**src/rtl/pwr_slow_pkg.sv**
```systemverilog
package pwr_slow_pkg;

  localparam int unsigned NumClk  = 3;
  localparam int unsigned ClkCore = 0;
  localparam int unsigned ClkIo   = 1;
  localparam int unsigned ClkUsb  = 2;

  typedef enum logic [3:0] {
    SqReset,
    SqLowPower,
    SqMainOn,
    SqClkOn,
    SqEnvRelease,
    SqClampRelease,
    SqReqUp,
    SqIdle,
    SqAckDown,
    SqEnvClamp,
    SqClampOn,
    SqMainOff
  } seq_state_e;

  // Enable pattern applied when the chip comes up.
  function automatic logic [NumClk-1:0] active_enables(input logic usb_act);
    logic [NumClk-1:0] r;
    r         = '1;
    r[ClkUsb] = usb_act;
    return r;
  endfunction

  // Every enabled clock reports valid.
  function automatic logic clocks_running(input logic [NumClk-1:0] en,
                                          input logic [NumClk-1:0] val);
    return &(val | ~en);
  endfunction

  // Every disabled clock has dropped its valid.
  function automatic logic clocks_stopped(input logic [NumClk-1:0] en,
                                          input logic [NumClk-1:0] val);
    return &(en | ~val);
  endfunction

endpackage

```
**src/rtl/pwr_slow_clk.sv**
```systemverilog
module pwr_slow_clk
  import pwr_slow_pkg::*;
(
  input  logic              clk_i,
  input  logic              rst_ni,
  input  logic              ev_clk_on_i,
  input  logic              ev_clamp_on_i,
  input  logic              usb_act_i,
  input  logic [NumClk-1:0] cfg_lp_i,
  input  logic [NumClk-1:0] val_i,
  output logic [NumClk-1:0] en_o,
  output logic              up_ok_o,
  output logic              down_ok_o
);

  logic [NumClk-1:0] up_pattern;
  assign up_pattern = active_enables(usb_act_i);

  for (genvar g = 0; g < NumClk; g++) begin : g_en
    always_ff @(posedge clk_i or negedge rst_ni) begin
      if (!rst_ni) begin
        en_o[g] <= 1'b0;
      end else if (ev_clk_on_i) begin
        en_o[g] <= up_pattern[g];
      end else if (ev_clamp_on_i) begin
        en_o[g] <= cfg_lp_i[g];
      end
    end
  end

  assign up_ok_o   = clocks_running(en_o, val_i);
  assign down_ok_o = clocks_stopped(en_o, val_i);

endmodule

```
**src/rtl/pwr_slow_rail.sv**
```systemverilog
module pwr_slow_rail (
  input  logic clk_i,
  input  logic rst_ni,
  input  logic ev_main_on_i,
  input  logic ev_env_rel_i,
  input  logic ev_clamp_rel_i,
  input  logic ev_env_clamp_i,
  input  logic ev_clamp_on_i,
  input  logic ev_main_off_i,
  input  logic cfg_pd_n_i,
  output logic env_clamp_o,
  output logic main_clamp_o,
  output logic pd_n_o
);

  always_ff @(posedge clk_i or negedge rst_ni) begin
    if (!rst_ni) begin
      env_clamp_o  <= 1'b1;
      main_clamp_o <= 1'b1;
      pd_n_o       <= 1'b1;
    end else begin
      if (ev_env_rel_i)        env_clamp_o  <= 1'b0;
      else if (ev_env_clamp_i) env_clamp_o  <= 1'b1;
      if (ev_clamp_rel_i)      main_clamp_o <= 1'b0;
      else if (ev_clamp_on_i)  main_clamp_o <= 1'b1;
      if (ev_main_on_i)        pd_n_o       <= 1'b1;
      else if (ev_main_off_i)  pd_n_o       <= cfg_pd_n_i;
    end
  end

endmodule

```
**src/rtl/pwr_slow_fsm.sv**
```systemverilog
module pwr_slow_fsm
  import pwr_slow_pkg::*;
(
  input  logic       clk_i,
  input  logic       rst_ni,
  input  logic       lp_req_i,
  input  logic       pwrup_ack_i,
  input  logic       wake_any_i,
  input  logic       main_pok_i,
  input  logic       pd_n_q_i,
  input  logic       clk_up_ok_i,
  input  logic       clk_down_ok_i,
  output seq_state_e state_q_o,
  output seq_state_e state_d_o
);

  seq_state_e state_q, state_d;

  always_comb begin
    state_d = state_q;
    unique case (state_q)
      SqReset:        state_d = SqMainOn;
      SqLowPower:     if (wake_any_i) state_d = SqMainOn;
      SqMainOn:       if (main_pok_i) state_d = SqClkOn;
      SqClkOn:        if (clk_up_ok_i) state_d = SqEnvRelease;
      SqEnvRelease:   state_d = SqClampRelease;
      SqClampRelease: state_d = SqReqUp;
      SqReqUp:        if (pwrup_ack_i) state_d = SqIdle;
      SqIdle:         if (lp_req_i) state_d = SqAckDown;
      SqAckDown:      if (!lp_req_i) state_d = SqEnvClamp;
      SqEnvClamp:     state_d = SqClampOn;
      SqClampOn:      if (clk_down_ok_i) state_d = SqMainOff;
      SqMainOff:      if (main_pok_i == pd_n_q_i) state_d = SqLowPower;
      default:        state_d = SqReset;
    endcase
  end

  always_ff @(posedge clk_i or negedge rst_ni) begin
    if (!rst_ni) state_q <= SqReset;
    else         state_q <= state_d;
  end

  assign state_q_o = state_q;
  assign state_d_o = state_d;

endmodule

```
**src/rtl/pwr_slow_seq.sv**
```systemverilog
module pwr_slow_seq
  import pwr_slow_pkg::*;
#(
  parameter int unsigned NumWake = 6
) (
  input  logic               clk_slow_i,
  input  logic               rst_slow_ni,
  input  logic               lp_req_i,
  input  logic               pwrup_ack_i,
  input  logic [NumWake-1:0] wake_req_i,
  input  logic               main_pok_i,
  input  logic               slow_val_i,
  input  logic               core_val_i,
  input  logic               io_val_i,
  input  logic               usb_val_i,
  input  logic               cfg_core_lp_i,
  input  logic               cfg_io_lp_i,
  input  logic               cfg_usb_lp_i,
  input  logic               cfg_usb_act_i,
  input  logic               cfg_main_pd_n_i,
  output logic               slow_en_o,
  output logic               core_en_o,
  output logic               io_en_o,
  output logic               usb_en_o,
  output logic               main_pd_n_o,
  output logic               clamp_env_o,
  output logic               clamp_o,
  output logic               pwrup_req_o,
  output logic               pd_ack_o
);

  seq_state_e        state_q, state_d;
  logic [NumClk-1:0] clk_en, clk_val, clk_cfg_lp;
  logic              clk_up_ok, clk_down_ok, wake_any, pd_n_q;
  logic              slow_val_unused;

  // Named entry events: one cycle high on the edge that enters a state.
  logic ev_main_on, ev_clk_on, ev_env_rel, ev_clamp_rel;
  logic ev_env_clamp, ev_clamp_on, ev_main_off;

  assign slow_val_unused = slow_val_i;
  assign wake_any        = |wake_req_i;

  assign ev_main_on   = (state_d == SqMainOn)       && (state_q != SqMainOn);
  assign ev_clk_on    = (state_d == SqClkOn)        && (state_q != SqClkOn);
  assign ev_env_rel   = (state_d == SqEnvRelease)   && (state_q != SqEnvRelease);
  assign ev_clamp_rel = (state_d == SqClampRelease) && (state_q != SqClampRelease);
  assign ev_env_clamp = (state_d == SqEnvClamp)     && (state_q != SqEnvClamp);
  assign ev_clamp_on  = (state_d == SqClampOn)      && (state_q != SqClampOn);
  assign ev_main_off  = (state_d == SqMainOff)      && (state_q != SqMainOff);

  assign clk_val[ClkCore]    = core_val_i;
  assign clk_val[ClkIo]      = io_val_i;
  assign clk_val[ClkUsb]     = usb_val_i;
  assign clk_cfg_lp[ClkCore] = cfg_core_lp_i;
  assign clk_cfg_lp[ClkIo]   = cfg_io_lp_i;
  assign clk_cfg_lp[ClkUsb]  = cfg_usb_lp_i;

  pwr_slow_fsm u_fsm (
    .clk_i         (clk_slow_i),
    .rst_ni        (rst_slow_ni),
    .lp_req_i      (lp_req_i),
    .pwrup_ack_i   (pwrup_ack_i),
    .wake_any_i    (wake_any),
    .main_pok_i    (main_pok_i),
    .pd_n_q_i      (pd_n_q),
    .clk_up_ok_i   (clk_up_ok),
    .clk_down_ok_i (clk_down_ok),
    .state_q_o     (state_q),
    .state_d_o     (state_d)
  );

  pwr_slow_clk u_clk (
    .clk_i         (clk_slow_i),
    .rst_ni        (rst_slow_ni),
    .ev_clk_on_i   (ev_clk_on),
    .ev_clamp_on_i (ev_clamp_on),
    .usb_act_i     (cfg_usb_act_i),
    .cfg_lp_i      (clk_cfg_lp),
    .val_i         (clk_val),
    .en_o          (clk_en),
    .up_ok_o       (clk_up_ok),
    .down_ok_o     (clk_down_ok)
  );

  pwr_slow_rail u_rail (
    .clk_i          (clk_slow_i),
    .rst_ni         (rst_slow_ni),
    .ev_main_on_i   (ev_main_on),
    .ev_env_rel_i   (ev_env_rel),
    .ev_clamp_rel_i (ev_clamp_rel),
    .ev_env_clamp_i (ev_env_clamp),
    .ev_clamp_on_i  (ev_clamp_on),
    .ev_main_off_i  (ev_main_off),
    .cfg_pd_n_i     (cfg_main_pd_n_i),
    .env_clamp_o    (clamp_env_o),
    .main_clamp_o   (clamp_o),
    .pd_n_o         (pd_n_q)
  );

  assign slow_en_o   = 1'b1;
  assign core_en_o   = clk_en[ClkCore];
  assign io_en_o     = clk_en[ClkIo];
  assign usb_en_o    = clk_en[ClkUsb];
  assign main_pd_n_o = pd_n_q;
  assign pwrup_req_o = (state_q == SqReqUp);
  assign pd_ack_o    = (state_q == SqAckDown);

endmodule

```
**config.mk**
```make
export PLATFORM = sky130hd
export DESIGN_NAME = pwr_slow_seq
export DESIGN_NICKNAME = d
export VERILOG_FILES = /design/src/rtl/pwr_slow_pkg.sv /design/src/rtl/pwr_slow_clk.sv /design/src/rtl/pwr_slow_rail.sv /design/src/rtl/pwr_slow_fsm.sv /design/src/rtl/pwr_slow_seq.sv
export SDC_FILE = /design/constraint.sdc
export NUM_CORES = 1
export LEC_CHECK = 0
export BUFFER_PORTS_ARGS = -buffer_cell sky130_fd_sc_hd__buf_2
export CELL_PAD_IN_SITES_DETAIL_PLACEMENT = 1
export CELL_PAD_IN_SITES_GLOBAL_PLACEMENT = 1
export CORE_MARGIN = 3
export CORE_UTILIZATION = 30
export DETAILED_ROUTE_END_ITERATION = 16
export GPL_TIMING_DRIVEN = 0
export PLACE_DENSITY = 0.73
export SLEW_MARGIN = 0
export SYNTH_ARGS = -nofsm -noshare
export SYNTH_HDL_FRONTEND = slang
export SYNTH_SLANG_ARGS = --single-unit
```
**constraint.sdc**
```tcl
create_clock -name clk_slow_i -period 3.87 [get_ports clk_slow_i]
set_input_delay 0.774 -clock clk_slow_i [delete_from_list [all_inputs] [get_ports clk_slow_i]]
set_output_delay 0.774 -clock clk_slow_i [all_outputs]
set_load 0.005 [all_outputs]
```
==> flow_summary.yaml, run 1 <==
run_status:
  outcome: "completed"
routing:
  totalWireLength_mm: 1.97
  drt_iter0_drc: 6
  dr.pass1.iters: 4
  wl_per_cell_um: 14.1
  num_vias: 733
  viasPerCell: 5.24
  ant_nets: 0
  drc: 0
sta:
  finalSetupViolCount: 0
  worst_slack_ps: 1680
  period_share: 0.567
  fin_crit_ps: 2190
  finalClockSkew_ps: 9.63
  hold_viol: 0
  rsz0062_at_grt: "false"
  max_freq_mhz: 456
  drv_slew: 0
  tns_ps: 0
  whs_ps: 352
logic_synthesis:
  synth_common_cells: "7 x dfrtp_1, 6 x a21oi_1, 6 x inv_1, 6 x nand2_1, 6 x nor2_1"
  synth.avg_cell_area_um2: 8.96
  ys_warn_count: 0
  synth_seq_area_share: 0.346
  synth_area_leaders: "dfrtp_1 24%, dfstp_2 11%, buf_6 4.6%"
  ys_seq_elements: 10
  yosysUniqueCellTypes: 40
  synth_most_common_cell: "dfrtp_1"
  synth_top_area_frac: 0.239
  synth_edf_count: 0
  netlist_area_um2: 734
  synth_nets: 102
  synthFlopType: "dfrtp_1"
  synth_cells: 82
  async_flop_share: 1.00
  synth_top_cell_by_area: "dfrtp_1"
placement:
  place_congestion: 0.857
  dp_cells: 136
  dpl-instance-area_um2: 900
  pre_cts_slack_ps: 1970
  io_buffers: 26
  dp.final_hpwl_mm: 1.62
global_route:
  first_global_vias: 723
  grt_max_degree: 11
  grt_overflow: 0
  grt_pass1_wl_mm: 3.22
  grt_use_total: 0.133
  antenna_found_initial: 0
cells_and_area:
  multi_input_area_um2: 412
  fillCellCount: 285
  final_nets: 133
  antenna_cells: 0
  fin_util: 0.407
  finish.instance_area_um2: 926
  final_cells: 140
  regArea_um2: 254
  area_delta_synth_final_pct: 26.1
  drive_gt1_frac: 0.420
die:
  rows: 17
  start_util: 0.323
  die_x_um: 55.5
  die_h_um: 55.5
  die_area_mm2: 0.00308
  core_area_mm2: 0.00228
  ios: 29
worst_setup_path:
  critical_path_required_ps: 3100
  critPathKind: "register to output pin"
  reg2reg_slack_ps: 2470
  cp.arrival_ps: 1420
  cp_max_fo: 10
  endpoint_kind: "output pin"
  critPathLaunchType: "register"
clocking:
  clk_pin_slew_worst_paths_ps: 80
  htreeDepth: 1
  cts.repair.resized: 0
  clock_sinks: 10
  cts_hold_buffers: 0
  postCtsSetupBuffers: 0
  cts_tree: "yes"
  numCtsBuffers: 3
  root_buffer: "clkbuf_4"
  clk_latency_ps: 270
  clock_path_buffers: 2
pwr:
  total_power_uw: 599
  p_leak_nw: 0.416
  powerDensity_mw_per_mm2: 647
  ir_drop_v: 0.000318
flow_run:
  maxCapViolCount: 0
min_path:
  hold_class: "input pin to async pin"
[final cells by class]
class / instances / area share
repair buffers: 26 / 0.141
clock buffers: 4 / 0.0284
flip-flops and latches: 10 / 0.274
plain buffers: 5 / 0.0500
multi-input cells: 61 / 0.445
well taps: 28 / 0.0378
inverters: 6 / 0.0243
[cell usage in the layout, fill, tap and decap left out, types with 2 or more instances in the layout]
| cell | count |
|---|---|
| a31oi_1 | 3 |
| o21ai_0 | 2 |
| nor3b_1 | 3 |
| dfstp_2 | 3 |
| inv_1 | 6 |
| nor2_1 | 6 |
| a21oi_1 | 6 |
| buf_6 | 3 |
| nand2_1 | 6 |
| dfrtp_1 | 7 |
| clkbuf_4 | 3 |
| buf_2 | 27 |
| nor2_2 | 3 |
| nand2b_1 | 5 |
| o221ai_1 | 2 |
[power breakdown]
group	internal [mW]	leakage, nW	switching (mW)
Sequential	0.156	0.109	0.0351
Combinational	0.154	0.292	0.175
Clock	0.0399	0.0150	0.0391
Total	0.350	0.416	0.249
[per-layer routing]
| metal | routed length (um) | global-route usage | vias to the layer above |
|---|---|---|---|
| met4 | 56 | 0.0868 | 0 |
| met5 | 0 | 0 | - |
| met1 | 880 | 0.169 | 343 |
| li1 | - | - | 357 |
| met2 | 902 | 0.194 | 27 |
| met3 | 134 | 0.0374 | 6 |
[cells by family (layout without fill, tap and decap cells)]
kind of cell           after synthesis  count (layout)  share of synthesized area
multiplexers                         1               1                     0.0136
AND/OR/NAND/NOR                     37              37                      0.327
other                                1               1                    0.00511
buffers and inverters               11              41                     0.0937
AO/OA/AOI/OAI                       21              21                      0.203
flip-flops                          10              10                      0.346
XOR/XNOR                             1               1                     0.0119
[state kept, by name (all words and copies together), names as in the netlist]
signal and cells:
u_rail.pd_n_o 1, u_rail.env_clamp_o 1, u_fsm.state_q_o 4, u_clk.en_o 3, u_rail.main_clamp_o 1
[worst max-delay path: stages (launching register included)]
cell and delay [ps]:
dfrtp_1 410, buf_6 160, or2b_1 260, nor3b_1 190, buf_2 140
[worst paths after layout]
path,start,end,cells past startpoint
max,u_fsm.state_q_o[0],pwrup_req_o,4
min,rst_slow_ni,u_clk.en_o[2],1
max reg2reg,u_fsm.state_q_o[2],u_clk.en_o[2],4
min reg2reg,u_rail.main_clamp_o,u_rail.main_clamp_o,2
max in group asynchronous,rst_slow_ni,u_rail.env_clamp_o,1
min in group clk_slow_i,u_rail.main_clamp_o,u_rail.main_clamp_o,2
No activity file was read; power rests on OpenSTA's default activity.
==> run 2, diff against run 1 <==
--- a/config.mk
+++ b/config.mk
@@ -5,14 +5,15 @@
 export SDC_FILE = /design/constraint.sdc
 export NUM_CORES = 1
 export LEC_CHECK = 0
+export ABC_AREA = 1
 export BUFFER_PORTS_ARGS = -buffer_cell sky130_fd_sc_hd__buf_2
 export CELL_PAD_IN_SITES_DETAIL_PLACEMENT = 1
 export CELL_PAD_IN_SITES_GLOBAL_PLACEMENT = 1
 export CORE_MARGIN = 3
-export CORE_UTILIZATION = 30
+export CORE_UTILIZATION = 27
 export DETAILED_ROUTE_END_ITERATION = 16
 export GPL_TIMING_DRIVEN = 0
-export PLACE_DENSITY = 0.73
+export PLACE_DENSITY = 0.75
 export SLEW_MARGIN = 0
 export SYNTH_ARGS = -nofsm -noshare
 export SYNTH_HDL_FRONTEND = slang
==> constraint.sdc (replaced) <==
create_clock -name clk_slow_i -period 2 [get_ports clk_slow_i]
set_input_delay 0.4 -clock clk_slow_i [delete_from_list [all_inputs] [get_ports clk_slow_i]]
set_output_delay 0.4 -clock clk_slow_i [all_outputs]
set_load 0.005 [all_outputs]
==> run 2 against run 1 <==
  * Combinational power increased by 65%
  * Setup slack got worse by 1300 ps
  * Register-to-register slack lost 1700 ps
  * Synthesized area fell by 5.8%
  * Via count is 6.8% higher
  * Largest power group unchanged
  * Final cell count grew 22%
  * Global-route usage decreased by 0.19 points
  * Non-clock buffer count is 3 lower
  * Synthesized cell count grew 37%
  * Clock skew fell by 6.2 ps
  * Sequential cell count stayed put
  * Sequential power up 100%
  * Largest cell class unchanged
==> flow_summary.yaml, run 2 <==
run_status:
  outcome: "completed"
placement:
  io_buffers: 26
  place_congestion: 0.879
  dp.final_hpwl_mm: 1.67
  dpl-instance-area_um2: 857
routing:
  dr.pass1.iters: 5
  viasPerCell: 4.58
  drc: 0
  totalWireLength_mm: 1.93
  wl_per_cell_um: 11.3
  num_vias: 783
  ant_nets: 0
  drt_iter0_drc: 6
cells_and_area:
  final_nets: 164
  drive_gt1_frac: 0.266
  layout_commonest_cell: "nand2_1"
  antenna_cells: 0
  fillCellCount: 329
  finish.instance_area_um2: 893
  area_delta_synth_final_pct: 29.1
  largest_register_ffs: 4
  final_cell_mix: "38 x nand2_1, 26 x buf_2, 23 x inv_1"
  multi_input_area_um2: 340
  fin_util: 0.385
  regArea_um2: 254
logic_synthesis:
  synth.avg_cell_area_um2: 6.18
  synthXorXnorAreaFrac: 0
  synth_cells: 112
  synth_top_cell_by_area: "dfrtp_1"
  synth_nets: 132
  synth_common_cells: "38 x nand2_1, 23 x inv_1, 14 x nor2_1, 9 x nand3_1, 7 x dfrtp_1"
  ys_seq_elements: 10
  synth-adder-area-share: 0
  ys_warn_count: 0
  synth_seq_area_share: 0.367
  synth_mux_area_frac: 0
  netlist_area_um2: 692
  synth_top_family_by_area: "simple AND/OR/NAND/NOR gates"
  yosysUniqueCellTypes: 17
  synthFlopType: "dfrtp_1"
  synth_top_area_frac: 0.253
  synth_edf_count: 0
  async_flop_share: 1.00
  synthSimpleGateAreaFrac: 0.403
  synth_most_common_cell: "nand2_1"
  synth_area_leaders: "dfrtp_1 25%, nand2_1 21%, inv_1 12%"
  synth-compound-area-share: 0.0832
worst_setup_path:
  cp_slowest_stage_delay_ps: 390
  critical_path_required_ps: 1600
  cp.arrival_ps: 1240
  critPathKind: "register to output pin"
  crit_top_cell: "inv_1"
  cp_max_fo: 4
  critPathLaunchType: "register"
  crit_chain: "inv_1 -> nor2_1 -> nand2_1 -> inv_1 -> buf_2"
  endpoint_kind: "output pin"
  slowest_stage: "dfrtp_1"
flow_run:
  maxCapViolCount: 0
clocking:
  clock_sinks: 10
  clk_pin_slew_worst_paths_ps: 70
  htreeDepth: 1
  root_buffer: "clkbuf_4"
  clock_path_buffers: 2
  cts.repair.resized: 0
  numCtsBuffers: 3
  clk_latency_ps: 260
  cts_tree: "yes"
  postCtsSetupBuffers: 0
  cts_hold_buffers: 1
sta:
  fin_crit_ps: 1640
  period_share: 0.821
  hold_viol: 0
  max_freq_mhz: 609
  finalClockSkew_ps: 3.44
  rsz0062_at_grt: "false"
  tns_ps: 0
  finalSetupViolCount: 0
  drv_slew: 0
  whs_ps: 361
die:
  die_h_um: 56.6
  core_area_mm2: 0.00232
  start_util: 0.298
  die_area_mm2: 0.00321
  rows: 17
  ios: 29
  die_x_um: 56.6
global_route:
  antenna_found_initial: 0
  grt_overflow: 0
  grt_use_total: 0.131
  grt_max_degree: 11
  first_global_vias: 865
  grt_pass1_wl_mm: 3.37
pwr:
  ir_drop_v: 0.000527
  powerDensity_mw_per_mm2: 1210
  p_leak_nw: 0.534
min_path:
  hold_class: "input pin to register"
[run 2: final timing paths]
path | from | to | slack, ps | depth (start not counted)
worst min register to register | u_rail.env_clamp_o | u_rail.env_clamp_o | 460 | 2
worst min-delay path | cfg_main_pd_n_i | u_rail.pd_n_o | 360 | 3
worst max-delay path | u_fsm.state_q_o[2] | pwrup_req_o | 360 | 5
worst max register to register | u_fsm.state_q_o[0] | u_clk.en_o[0] | 750 | 6
min in group asynchronous | rst_slow_ni | u_clk.en_o[0] | 520 | 2
max in group asynchronous | rst_slow_ni | u_rail.pd_n_o | 1210 | 2
[run 2: cell families (layout without fill, tap and decap cells)]
logic type | after synthesis | after routing
AND/OR/NAND/NOR | 67 | 67
buffers and inverters | 25 | 56
flip-flops | 10 | 10
AO/OA/AOI/OAI | 9 | 9
other | 1 | 1
[run 2: worst max-delay path: cells and delay by family, from the launching register on]
kind | cells | cell delay [ps]
simple gates | 2 | 340
buf+inv | 3 | 250
flops | 1 | 390
[run 2: stage by stage]
step                setup WS, ps  std cells  power, mW
floorplan                    854        112      0.751
global placement             640        166      0.922
detailed placement           624        166      0.940
CTS                          329        171       1.10
global route                 211        171       1.21
finish                       358        171       1.08
[run 2: layout make-up]
class	count	area share
repair buffers	27	0.157
flip-flops and latches	10	0.284
inverters	24	0.101
plain buffers	1	0.00840
clock buffers	4	0.0294
multi-input cells	77	0.381
well taps	28	0.0392
[run 2: where the power goes]
group	switching, mW	internal (mW)
Combinational	0.333	0.209
Clock	0.0714	0.0770
Sequential	0.0787	0.311
Total	0.483	0.596
[run 2: per-layer routing]
metal,vias to the layer above,global-route usage,share of wire
li1,398,-,-
met1,363,0.153,0.45
met2,22,0.234,0.49
met3,0,0.0276,0.057
met4,0,0.0407,0
met5,-,0,0
==> run 3, diff against run 2 <==
--- a/config.mk
+++ b/config.mk
@@ -10,10 +10,10 @@
 export CELL_PAD_IN_SITES_DETAIL_PLACEMENT = 1
 export CELL_PAD_IN_SITES_GLOBAL_PLACEMENT = 1
 export CORE_MARGIN = 3
-export CORE_UTILIZATION = 27
+export CORE_UTILIZATION = 30
 export DETAILED_ROUTE_END_ITERATION = 16
 export GPL_TIMING_DRIVEN = 0
-export PLACE_DENSITY = 0.75
+export PLACE_DENSITY = 0.79
 export SLEW_MARGIN = 0
 export SYNTH_ARGS = -nofsm -noshare
 export SYNTH_HDL_FRONTEND = slang
==> constraint.sdc (replaced) <==
create_clock -name clk_slow_i -period 1.65 [get_ports clk_slow_i]
set_input_delay 0.33 -clock clk_slow_i [delete_from_list [all_inputs] [get_ports clk_slow_i]]
set_output_delay 0.33 -clock clk_slow_i [all_outputs]
set_load 0.005 [all_outputs]
==> run 3 against run 2 <==
  * Total power is 25% higher
  * Register-to-register slack worse by 350 ps
  * Final cell count is 0.58% lower
  * First-iteration DRC count is 50% lower
  * Design area is 0.84% higher
  * Global-route usage is 3.0 points higher
  * Critical path depth stayed put
  * Routed wire length is 2.4% higher
  * Hold slack worse by 85 ps
  * Largest power group unchanged
  * Clock skew is 4.3 ps higher
  * Via count is 0.26% lower
==> flow_summary.yaml, run 3 (synthesis gave the netlist of run 2 again) <==
sta:
  period_share: 0.917
  hold_viol: 0
  rsz0062_at_grt: "false"
  drv_slew: 0
  tns_ps: 0
  finalSetupViolCount: 0
  max_freq_mhz: 661
  fin_crit_ps: 1510
  whs_ps: 275
  finalClockSkew_ps: 7.74
global_route:
  grt_overflow: 0
  antenna_found_initial: 0
  first_global_vias: 803
  grt_max_degree: 11
  grt_use_total: 0.160
  grt_pass1_wl_mm: 3.33
worst_setup_path:
  crit_chain: "inv_1 -> nor2_2 -> nand2_1 -> inv_1 -> buf_2"
  cp_max_fo: 4
  critPathLaunchType: "register"
  endpoint_kind: "output pin"
  slowest_stage: "dfrtp_1"
  critical_path_required_ps: 1320
  cp_slowest_stage_delay_ps: 410
  crit_top_cell: "inv_1"
  cp.arrival_ps: 1180
  critPathKind: "register to output pin"
  reg2regPathDepth: 6
min_path:
  min_path_cells: 3
  hold_class: "input pin to register"
routing:
  viasPerCell: 4.59
  drc: 0
  ant_nets: 0
  drt_iter0_drc: 3
  dr.pass1.iters: 2
  num_vias: 781
  wl_per_cell_um: 11.6
  totalWireLength_mm: 1.98
clocking:
  clock_sinks: 10
  clock_path_buffers: 2
  clk_pin_slew_worst_paths_ps: 80
  htreeDepth: 1
  numCtsBuffers: 3
  root_buffer: "clkbuf_4"
  cts_tree: "yes"
  postCtsSetupBuffers: 0
  clk_latency_ps: 280
cells_and_area:
  drive_gt1_frac: 0.280
  fillCellCount: 300
  largest_register_ffs: 4
  final_nets: 164
  area_delta_synth_final_pct: 30.2
  fin_util: 0.437
  antenna_cells: 0
  final_cell_mix: "38 x nand2_1, 26 x buf_2, 23 x inv_1"
  layout_commonest_cell: "nand2_1"
die:
  die_area_mm2: 0.00292
  die_x_um: 54.0
  start_util: 0.336
  rows: 16
  die_h_um: 54.0
  ios: 29
  core_area_mm2: 0.00206
pwr:
  ir_drop_v: 0.000594
  p_leak_nw: 0.534
  powerDensity_mw_per_mm2: 1500
placement:
  place_congestion: 0.853
  io_buffers: 26
  dp.final_hpwl_mm: 1.64
run_status:
  outcome: "completed"
flow_run:
  maxCapViolCount: 0
-- run 3: cell types whose count changed in the layout (fill, tap and decap cells not counted) --
| cell | change |
|---|---|
| dfrtp_1 | -1 |
| dfrtp_2 | +1 |
| nor2_1 | -1 |
| nor2_4 | +1 |
-- run 3: cell type report --
type / count / area [um2] / share of cell area
flip-flops and latches: 10 / 255 / 0.283
clock buffers: 4 / 26.3 / 0.0292
multi-input cells: 77 / 348 / 0.386
plain buffers: 1 / 7.51 / 0.00833
well taps: 27 / 33.8 / 0.0375
inverters: 24 / 90.1 / 0.100
repair buffers: 27 / 140 / 0.156
-- run 3: metal layers --
layer	global-route usage	part of all wire
met2	0.280	0.50
met3	0.0332	0.050
met1	0.195	0.44
met4	0.0498	0.0096
met5	0	0
-- run 3: metrics by stage --
| step | setup WS [ps] | cell area, um2 | power, mW | instances |
|---|---|---|---|---|
| after floorplan | 574 | 692 | 0.911 | 112 |
| final | 137 | 901 | 1.35 | 170 |
| after global routing | 6.54 | 901 | 1.50 | 170 |
| after CTS | 66.0 | 892 | 1.35 | 170 |
| after detailed placement | 372 | 856 | 1.14 | 165 |
| after global placement | 386 | 856 | 1.11 | 165 |
-- run 3: critical path, delay by kind of cell (launching register included) --
kind                   cells  cell delay (ps)
and+or+nand+nor            2              240
DFF                        1              410
buffers and inverters      3              250
-- run 3: worst paths after layout --
path	from	to	slack (ps)
max	u_fsm.state_q_o[2]	pwrup_req_o	140
min	cfg_main_pd_n_i	u_rail.pd_n_o	280
max reg2reg	u_fsm.state_q_o[3]	u_clk.en_o[0]	400
min reg2reg	u_rail.env_clamp_o	u_rail.env_clamp_o	470
max in group asynchronous	rst_slow_ni	u_rail.env_clamp_o	930
min in group asynchronous	rst_slow_ni	u_fsm.state_q_o[3]	440
-- run 3: timing repair --
item                                    4_1_cts  5_1_grt
endpoints found under the setup margin        0        1
hold buffers                                  1        0
endpoints found under the hold margin         7        0
gates resized for setup                       0        3
-- run 3: power by group --
part	total, mW	switching (mW)	internal [mW]
combinational	0.670	0.410	0.260
sequential	0.484	0.105	0.379
clock	0.194	0.101	0.0938
